`config.mk`:
```
export PLATFORM = sky130hd
export DESIGN_NAME = pace_ctl_top
export DESIGN_NICKNAME = d
export VERILOG_FILES = /design/src/rtl/pace_ctl_pkg.sv /design/src/rtl/pace_timeout_timer.sv /design/src/rtl/pace_ctl_single.sv /design/src/rtl/pace_ctl_dual.sv /design/src/rtl/pace_ctl_top.sv
export SDC_FILE = /design/constraint.sdc
export NUM_CORES = 1
export LEC_CHECK = 0
export CELL_PAD_IN_SITES_DETAIL_PLACEMENT = 0
export CELL_PAD_IN_SITES_GLOBAL_PLACEMENT = 1
export CORE_UTILIZATION = 45
export CTS_BUF_LIST = sky130_fd_sc_hd__clkbuf_16
export DETAILED_ROUTE_END_ITERATION = 10
export DONT_BUFFER_PORTS = 1
export HOLD_SLACK_MARGIN = 0.12
export PLACE_DENSITY_LB_ADDON = 0.1
export SETUP_SLACK_MARGIN = 0.15
export SYNTH_ARGS = -nofsm -noshare
export SYNTH_HDL_FRONTEND = slang
export SYNTH_SLANG_ARGS = --single-unit
```
`constraint.sdc`:
```
create_clock -name clk -period 2.63 [get_ports clk]
set_clock_uncertainty 0.15 [all_clocks]
set_input_delay 0.526 -clock clk [delete_from_list [all_inputs] [get_ports clk]]
set_output_delay 0.526 -clock clk [all_outputs]
set_load 0.005 [all_outputs]
```
`src/rtl/pace_ctl_pkg.sv`:
```
`timescale 1ns/1ps
package pace_ctl_pkg;

    // Dual-chamber phases; order is the pacing sequence
    typedef enum logic [2:0] {
        PH_RST_A  = 3'd0,
        PH_WAIT_A = 3'd1,
        PH_PACE_A = 3'd2,
        PH_RST_V  = 3'd3,
        PH_WAIT_V = 3'd4,
        PH_PACE_V = 3'd5
    } dual_phase_e;

    // Single-chamber phases
    typedef enum logic [1:0] {
        SC_RST  = 2'd0,
        SC_WAIT = 2'd1,
        SC_PACE = 2'd2
    } single_phase_e;

    // Per-chamber outputs of a controller
    typedef struct packed {
        logic restart;
        logic pace;
    } chamber_ctl_s;

    // Wait-state decision: a sensed beat beats the timeout
    typedef enum logic [1:0] {
        WD_STAY  = 2'd0,
        WD_SENSE = 2'd1,
        WD_PACE  = 2'd2
    } wait_dec_e;

    function automatic wait_dec_e wait_decide(input logic beat, input logic expired);
        if (beat)
            return WD_SENSE;
        else if (expired)
            return WD_PACE;
        else
            return WD_STAY;
    endfunction

endpackage

```
`src/rtl/pace_timeout_timer.sv`:
```
`timescale 1ns/1ps
module pace_timeout_timer #(
    parameter int unsigned TIMEOUT_CYCLES = 40000000
) (
    input  logic clk,
    input  logic rst,
    input  logic restart_i,
    output logic expired_o
);
    localparam int unsigned CNT_W = $clog2(TIMEOUT_CYCLES + 1);
    localparam logic [CNT_W-1:0] LOAD_VAL = CNT_W'(TIMEOUT_CYCLES);

    logic [CNT_W-1:0] count_q;

    always_ff @(posedge clk) begin
        if (rst)
            count_q <= LOAD_VAL;
        else if (restart_i)
            count_q <= LOAD_VAL;
        else if (count_q != '0)
            count_q <= count_q - 1'b1;
    end

    assign expired_o = (count_q == '0);
endmodule

```
`src/rtl/pace_ctl_single.sv`:
```
`timescale 1ns/1ps
module pace_ctl_single
    import pace_ctl_pkg::*;
(
    input  logic         clk,
    input  logic         rst,
    input  logic         beat_i,
    input  logic         expired_i,
    output chamber_ctl_s ctl_o
);
    single_phase_e state_q, state_d;

    always_comb begin
        state_d = state_q;
        unique case (state_q)
            SC_RST:  state_d = SC_WAIT;
            SC_WAIT: begin
                unique case (wait_decide(beat_i, expired_i))
                    WD_SENSE: state_d = SC_RST;
                    WD_PACE:  state_d = SC_PACE;
                    default:  state_d = SC_WAIT;
                endcase
            end
            SC_PACE: state_d = SC_RST;
            default: state_d = SC_RST;
        endcase
    end

    always_ff @(posedge clk) begin
        if (rst)
            state_q <= SC_RST;
        else
            state_q <= state_d;
    end

    assign ctl_o.restart = (state_q == SC_RST);
    assign ctl_o.pace    = (state_q == SC_PACE);
endmodule

```
`src/rtl/pace_ctl_dual.sv`:
```
`timescale 1ns/1ps
module pace_ctl_dual
    import pace_ctl_pkg::*;
(
    input  logic         clk,
    input  logic         rst,
    input  logic         beat_a_i,
    input  logic         beat_v_i,
    input  logic         expired_a_i,
    input  logic         expired_v_i,
    output chamber_ctl_s ctl_a_o,
    output chamber_ctl_s ctl_v_o
);
    dual_phase_e state_q, state_d;

    always_comb begin
        state_d = state_q;
        unique case (state_q)
            PH_RST_A:  state_d = PH_WAIT_A;
            PH_WAIT_A: begin
                unique case (wait_decide(beat_a_i, expired_a_i))
                    WD_SENSE: state_d = PH_RST_V;
                    WD_PACE:  state_d = PH_PACE_A;
                    default:  state_d = PH_WAIT_A;
                endcase
            end
            PH_PACE_A: state_d = PH_RST_V;
            PH_RST_V:  state_d = PH_WAIT_V;
            PH_WAIT_V: begin
                unique case (wait_decide(beat_v_i, expired_v_i))
                    WD_SENSE: state_d = PH_RST_A;
                    WD_PACE:  state_d = PH_PACE_V;
                    default:  state_d = PH_WAIT_V;
                endcase
            end
            PH_PACE_V: state_d = PH_RST_A;
            default:   state_d = PH_RST_A;
        endcase
    end

    always_ff @(posedge clk) begin
        if (rst)
            state_q <= PH_RST_A;
        else
            state_q <= state_d;
    end

    assign ctl_a_o.restart = (state_q == PH_RST_A);
    assign ctl_a_o.pace    = (state_q == PH_PACE_A);
    assign ctl_v_o.restart = (state_q == PH_RST_V);
    assign ctl_v_o.pace    = (state_q == PH_PACE_V);
endmodule

```
`src/rtl/pace_ctl_top.sv`:
```
`timescale 1ns/1ps
module pace_ctl_top
    import pace_ctl_pkg::*;
#(
    parameter int unsigned TIMEOUT_CYCLES = 40000000,
    parameter bit          DUAL_CHAMBER   = 1'b1
) (
    input  logic clk,
    input  logic rst,
    input  logic beat_a_i,
    input  logic beat_v_i,
    output logic restart_a_o,
    output logic restart_v_o,
    output logic pace_a_o,
    output logic pace_v_o,
    output logic expired_a_o,
    output logic expired_v_o
);
    chamber_ctl_s ctl_a, ctl_v;
    logic         exp_a, exp_v;

    pace_timeout_timer #(.TIMEOUT_CYCLES(TIMEOUT_CYCLES)) u_timer_a (
        .clk       (clk),
        .rst       (rst),
        .restart_i (ctl_a.restart),
        .expired_o (exp_a)
    );

    generate
        if (DUAL_CHAMBER) begin : g_dual
            pace_timeout_timer #(.TIMEOUT_CYCLES(TIMEOUT_CYCLES)) u_timer_v (
                .clk       (clk),
                .rst       (rst),
                .restart_i (ctl_v.restart),
                .expired_o (exp_v)
            );

            pace_ctl_dual u_ctl (
                .clk         (clk),
                .rst         (rst),
                .beat_a_i    (beat_a_i),
                .beat_v_i    (beat_v_i),
                .expired_a_i (exp_a),
                .expired_v_i (exp_v),
                .ctl_a_o     (ctl_a),
                .ctl_v_o     (ctl_v)
            );
        end else begin : g_single
            logic unused_beat_v;
            assign unused_beat_v = beat_v_i;
            assign exp_v = 1'b0;
            assign ctl_v = '0;

            pace_ctl_single u_ctl (
                .clk       (clk),
                .rst       (rst),
                .beat_i    (beat_a_i),
                .expired_i (exp_a),
                .ctl_o     (ctl_a)
            );
        end
    endgenerate

    assign restart_a_o = ctl_a.restart;
    assign pace_a_o    = ctl_a.pace;
    assign restart_v_o = ctl_v.restart;
    assign pace_v_o    = ctl_v.pace;
    assign expired_a_o = exp_a;
    assign expired_v_o = exp_v;
endmodule

```
* Yosys cells after proc, flatten, opt, wreduce, memory -nomap -nowiden
Index checks and enable logic that the tools add are counted.
Word-level totals: bits in registers 55, input port bits 4
Operators by class: reductions and logical operators 7, add/sub/neg operators 2, muxes and demuxes 9, equal/unequal tests 9
Operator list (count):
- $logic_not A26 Y1 | 2
- $reduce_bool A26 Y1 | 2
- $sub A26 B1 Y26 const B | 2
- $pmux W3 S5 | 1
- $mux W2 | 6
- $eq A3 B2 Y1 const B | 2
- $eq A3 B3 Y1 const B | 2
- $pmux W3 S2 | 1
- $eq A2 B1 Y1 const B | 2
- $eq A2 B2 Y1 const B | 2
- $pmux W2 S2 | 1
- $reduce_or A2 Y1 | 2
- $eq A3 B1 Y1 const B | 1
- $logic_not A3 Y1 | 1

* Depth between registers and ports, before layout
Gate-level depths: netlist of the first run.
depth in word-level cells 7, gate-level depth with buffers 8, mapped depth without buffers 7

* Modules after synthesis
Synthesis of the first run repeated with hierarchy kept, for this count alone.
Second synthesis, totals: cell total of the unflattened synthesis 325, area, all modules 2835.2 um^2
By module, submodules not included:
- pace_timeout_timer | cells an instance 153, area each 1335.0 um^2, instances 2
- pace_ctl_dual | cells an instance 19, area each 165.2 um^2, instances 1

* Least setup slack after synthesis of the first run
OpenSTA, ideal clock, no wires.
path type flip-flop to output port, from reg g_dual.u_timer_v.count_q[8], to out expired_v_o, buffers on the path 0, path slack 0.318 ns, arrival 1.636 ns, cell stages (with the launch flop) 5, required time 1.954 ns, cell sequence dfxtp_1 or4_4 nor4_4 nand4_1 inv_1
On the way: cells in the longest elaborated chain, start to end 1
RTL lines:
- start: declaration | RTL line pace_timeout_timer.sv:13 | logic [CNT_W-1:0] count_q;
- start signal: assignment | RTL line pace_timeout_timer.sv:21 | count_q <= count_q - 1'b1;
- $logic_not A26 Y1 | RTL line pace_timeout_timer.sv:24 | assign expired_o = (count_q == '0);
- end: declaration | RTL line pace_ctl_top.sv:17 | output logic expired_v_o
No other way between the ends.

* Final worst setup path of the first run
from reg u_timer_a.count_q[13], to out expired_a_o
On the way: cells in the longest elaborated chain, start to end 1
RTL lines:
- start: declaration | RTL line pace_timeout_timer.sv:13
- start signal: assignment | RTL line pace_timeout_timer.sv:21
- $logic_not A26 Y1 | RTL line pace_timeout_timer.sv:24
- end: declaration | RTL line pace_ctl_top.sv:16 | output logic expired_a_o,
No other way between the ends.

==> results.json, run 1 <==
{
  "status": "complete, no violations",
  "synth_nets": 344,
  "place_area_um2": 3020,
  "yosys.cell_types.count": 51,
  "grt_use_met1_pct": 23.6,
  "fp.dieH_um": 82.2,
  "fp-row-count": 28,
  "seq_power_share_pct": 47.9,
  "clock_path_buffers": 2,
  "worstPathRequired_ps": 1950,
  "max_freq_ghz": 0.408,
  "nNetsFinal": 355,
  "grt.overflow.total": 0,
  "hold_viol": 0,
  "drive_above_1_share_pct": 12.6,
  "postRouteAntennaNets": 0,
  "slew_headroom_pct": 56.0,
  "die_w_um": 82.2,
  "rrSetupSlack_ps": 270,
  "critPathArrivalTime_ps": 1770,
  "rsz0062_at_grt": "true",
  "synth_top_area_share_pct": 38.1,
  "synth_edf_count": 0,
  "area_growth_pct": 11.4,
  "dr.first_iter.drc_count": 60,
  "p_leak_nw": 1.15,
  "syn_inst": 336,
  "die_area_um2": 6750,
  "swShare_pct": 30.6,
  "coreArea_um2": 6060,
  "setup_viol": 0,
  "grt_pass1_wl_mm": 10.1,
  "slew_violations": 0,
  "synthTopCellsByArea": "dfxtp_1, xor2_1, nor2_1",
  "yosysTopAreaCell": "dfxtp_1",
  "clk_latency_ps": 290,
  "vias": 2395,
  "multiInputGateArea_um2": 1770,
  "regArea_um2": 1100,
  "syn_area_per_cell_um2": 8.61,
  "cp-end-kind": "primary output",
  "stdcell_area_um2": 3220,
  "cts_buffers": 5,
  "tightest_slew_ps": 658,
  "place_congestion": 0.750,
  "crit_type": "register to primary output",
  "cts_root_buf": "clkbuf_16",
  "min_period_ps": 2450,
  "setup-tns-final_ps": 0,
  "synth_most_common_cell": "dfxtp_1",
  "ys_warn_count": 0,
  "via_per_inst": 5.66,
  "async_flop_share_pct": 0,
  "wl_mm": 6.15,
  "drv_cap": 0,
  "fillers": 588,
  "hold_buffers": 0,
  "cp_max_fo": 6,
  "grt_max_degree": 21,
  "cts_tree": "yes",
  "grt_pass1_vias": 2170,
  "htreeDepth": 2,
  "power.internal_mw": 1.43,
  "initial_utilization_pct": 47.7,
  "powerDensity_nw_per_um2": 637,
  "pin_count": 10,
  "synthesis.area_um2": 2890,
  "routedWlPerCell_um": 14.5,
  "hpwl_mm": 4.39,
  "period_share_pct": 93.2,
  "ys_seq_area_share_pct": 38.1,
  "gr-usage-all-layers_pct": 19.7,
  "clock-sinks": 55,
  "drtPass1Iterations": 4,
  "antenna_found_initial": 0,
  "ir_worst_vdd_v": 0.000415,
  "worstSetupStartpointType": "register",
  "route.detailed.drc": 0,
  "busiest_layer": "met2",
  "pwr-share-comb_pct": 21.1,
  "antenna_cells": 0,
  "use_met2_pct": 35.8,
  "clk_pin_slew_ps": 70,
  "ys_ff_latch": 55,
  "use_met3_pct": 3.19,
  "hp-class": "input port to register",
  "synth_ff_type": "dfxtp_1",
  "clkPwrFrac_pct": 31.0,
  "port_buffers": 0,
  "synthTopCellsByCount": "dfxtp_1, nor2_1, nand2_1, xor2_1, nand3_1",
  "p_sw_mw": 0.627
}
==> path summary, 6_finish.rpt <==
path	start	to	cells past startpoint
worst min-delay path	rst	g_dual.u_ctl.state_q[1]$_SDFF_PP0_	1
worst max register to register	u_timer_a.count_q[1]$_SDFFE_PP0P_	u_timer_a.count_q[14]$_SDFFE_PP1P_	7
worst max-delay path	u_timer_a.count_q[13]$_SDFFE_PP0P_	expired_a_o	3
worst min register to register	g_dual.u_timer_v.count_q[11]$_SDFFE_PP1P_	g_dual.u_timer_v.count_q[11]$_SDFFE_PP1P_	2
==> area by class of cell <==
class | count | share of cell area, %
Clock inverter | 3 | 0.349
Tap cell | 75 | 2.91
Clock buffer | 5 | 3.88
Multi-Input combinational cell | 265 | 54.9
Inverter | 7 | 0.815
Timing Repair Buffer | 13 | 3.03
Sequential cell | 55 | 34.2
==> per-stage QoR <==
stage                     setup WS, ps  hold slack, ps  total power, mW  utilization (%)  std cells
after floorplan                    318             302             1.32                -        336
after global placement             290             322             1.42             49.8        412
after detailed placement           256             328             1.43             49.8        412
after CTS                          155             144             2.07             52.5        421
after global routing              95.5             142             2.17             53.2        423
final                              180             150             2.05             53.2        423
==> sequential cells by signal, indices dropped and copies added, names as in the netlist <==
name,cells
g_dual.u_ctl.state_q,3
g_dual.u_timer_v.count_q,26
u_timer_a.count_q,26
==> power by group through the flow <==
stage	Clock [mW]	Sequential [mW]	Combinational [mW]
6_report	0.636	0.983	0.434
5_1_grt	0.691	0.996	0.487
4_1_cts	0.652	0.982	0.436
3_5_place_dp	0	1.00	0.428
3_3_place_gp	0	0.998	0.423
2_1_floorplan	0	0.979	0.342
==> per-layer routing <==
layer	routed length, µm	vias to the layer above	share of wire (%)
li1	-	1255	-
met1	2910	1124	47
met2	3100	11	50
met3	86	5	1.4
met4	51	0	0.83
met5	0	-	0
==> what timing repair did <==
item | in CTS | in global routing
pin swaps | 2 | 2
endpoints found under the setup margin | 2 | 11
gates resized for setup | 7 | 6
endpoints found under the hold margin | 0 | 0
buffers inserted | 1 | 2
==> critical path, stage by stage, from the launching register on <==
cell	delay, ps
dfxtp_1	360
or4_4	600
nor4_4	250
and3_4	280
==> kinds of logic (layout without fill, tap and decap cells) <==
group,Yosys count,after routing,synth area share [%]
simple gates,183,183,37.6
fa+ha+maj,4,4,1.73
compound gates,44,44,9.91
buf+inv,16,28,2.38
flops,55,55,38.1
xor+xnor,33,33,9.99
mux,1,1,0.346
==> cells in the final DEF (no fill, tap or decap), types with 8 or more instances in the layout <==
cell type	count
a21oi_1	8
buf_4	13
dfxtp_1	55
nand2_1	24
nand3_1	19
nand4_1	9
nor2_1	45
nor3_1	15
o21ai_1	8
or3_1	10
xnor2_1	9
xor2_1	24
No activity file was read; power rests on OpenSTA's default activity.
==> run 2, diff against run 1 <==
==> constraint.sdc (replaced) <==
create_clock -name clk -period 2.63 [get_ports clk]
set_clock_uncertainty 0.15 [all_clocks]
set_input_delay 0.3945 -clock clk [delete_from_list [all_inputs] [get_ports clk]]
set_output_delay 0.3945 -clock clk [all_outputs]
set_load 0.005 [all_outputs]
==> results.json, run 2 (synthesis gave the netlist of run 1 again) <==
{
  "status": "complete, no violations",
  "min_period_ps": 2440,
  "clk_pin_slew_ps": 60,
  "cp_slowest_cell": "or4b_1",
  "fp.dieH_um": 82.2,
  "p_total_mw": 2.04,
  "cts_tree": "yes",
  "layout_commonest_cell": "dfxtp_1",
  "port_buffers": 0,
  "p_leak_nw": 1.13,
  "fp-row-count": 28,
  "via_per_inst": 5.74,
  "top_regs": "g_dual.u_timer_v.count_q: 26 flops, u_timer_a.count_q: 26 flops, g_dual.u_ctl.state_q: 3 flops",
  "slew_violations": 0,
  "initial_utilization_pct": 47.7,
  "critical-path-top-delay-family": "simple AND/OR/NAND/NOR gates",
  "gr-usage-all-layers_pct": 19.5,
  "worstSetupStartpointType": "register",
  "powerDensity_nw_per_um2": 639,
  "worst_r2r_endpoint": "u_timer_a.count_q[22]$_SDFFE_PP1P_",
  "max_freq_ghz": 0.410,
  "antenna_cells": 0,
  "period_share_pct": 92.7,
  "hold_viol": 0,
  "r2r_start": "u_timer_a.count_q[0]$_SDFFE_PP0P_",
  "path_cells": "inv_1 -> ha_1 -> or4b_1 -> nor2_2 -> and3_4",
  "critPathCapture": "expired_a_o",
  "hp-class": "input port to register",
  "wl_mm": 6.02,
  "cp_max_fo": 4,
  "clk_latency_ps": 290,
  "grt_max_degree": 21,
  "crit_type": "register to primary output",
  "cts_buffers": 5,
  "setup-tns-final_ps": 0,
  "place_congestion": 0.799,
  "route.detailed.drc": 0,
  "drive_above_1_share_pct": 10.4,
  "clock-sinks": 55,
  "grt.overflow.total": 0,
  "crit_cells": 5,
  "htreeDepth": 2,
  "cts_root_buf": "clkbuf_16",
  "coreArea_um2": 6060,
  "postRouteAntennaNets": 0,
  "cpPeakStageDelay_ps": 540,
  "drv_cap": 0,
  "grt_pass1_wl_mm": 10.1,
  "critPathArrivalTime_ps": 1890,
  "ir_worst_vdd_v": 0.000636,
  "rrSetupSlack_ps": 290,
  "most-common-layout-cells": "dfxtp_1, nor2_1, xor2_1, nand2_1, nand3_1",
  "antenna_found_initial": 0,
  "slew_headroom_pct": 52.4,
  "routedWlPerCell_um": 14.3,
  "cp-end-kind": "primary output",
  "ff2ff_path_depth": 7,
  "worstPathRequired_ps": 2090,
  "hpwl_mm": 4.38,
  "setup_viol": 0,
  "crit_buf_inv": 1,
  "grt_pass1_vias": 2182,
  "drtPass1Iterations": 4,
  "die_w_um": 82.2,
  "nNetsFinal": 352,
  "pin_count": 10,
  "vias": 2409,
  "tightest_slew_ps": 712,
  "critPathLaunch": "u_timer_a.count_q[0]$_SDFFE_PP0P_",
  "area_growth_pct": 10.3,
  "die_area_um2": 6750,
  "dr.first_iter.drc_count": 104,
  "rsz0062_at_grt": "true",
  "clock_path_buffers": 2
}
[run 2: cell types whose count changed in the layout (fill, tap and decap cells not counted), sizes merged]
| cell | delta |
|---|---|
| buf | -4 |
| dlygate4sd3 | +1 |
[run 2: per-stage QoR]
step	instances	hold slack [ps]	setup WS, ps	utilization [%]	instance area (µm²)
6_report	420	131	192	52.7	3190
2_1_floorplan	336	302	376	-	2890
4_1_cts	419	126	157	52.3	3170
3_5_place_dp	410	325	254	49.6	3000
3_3_place_gp	410	320	269	49.6	3000
5_1_grt	420	147	125	52.7	3190
[run 2: repair_timing]
action,4_1_cts,5_1_grt
buffers inserted,0,1
pin swaps,0,2
hold endpoints to repair,2,0
setup endpoints to repair,1,8
hold buffers,1,0
gates resized for setup,5,3
[run 2: worst min path at each step]
stage | from | to | slack [ps] | depth (start not counted)
6_report | rst | u_timer_a.count_q[10]$_SDFFE_PP0P_ | 130 | 2
5_1_grt | rst | u_timer_a.count_q[10]$_SDFFE_PP0P_ | 150 | 2
4_1_cts | rst | u_timer_a.count_q[10]$_SDFFE_PP0P_ | 130 | 2
3_5_place_dp | rst | g_dual.u_ctl.state_q[2]$_SDFF_PP0_ | 320 | 1
3_3_place_gp | rst | g_dual.u_ctl.state_q[1]$_SDFF_PP0_ | 320 | 1
2_1_floorplan | u_timer_a.count_q[25]$_SDFFE_PP1P_ | u_timer_a.count_q[25]$_SDFFE_PP1P_ | 300 | 1
[run 2: report_power, final]
part | switching, mW | internal, mW
registers | 0.0843 | 0.900
logic | 0.248 | 0.176
clock network | 0.286 | 0.344
[run 2: final cells by class]
cell class / count / area (µm²)
fill: 603 / 2870
multi-input combinational: 265 / 1760
sequential: 55 / 1100
clock buffer: 5 / 125
tap: 75 / 93.8
timing repair buffer: 10 / 77.6
inverter: 7 / 26.3
clock inverter: 3 / 11.3
[run 2: per-layer routing]
layer / global-route usage [%] / up-vias / routed length [µm]
li1: - / 1253 / -
met1: 24.6 / 1121 / 2920
met2: 33.6 / 27 / 2890
met3: 3.41 / 8 / 112
met4: 6.14 / 0 / 102
met5: 0 / - / 0
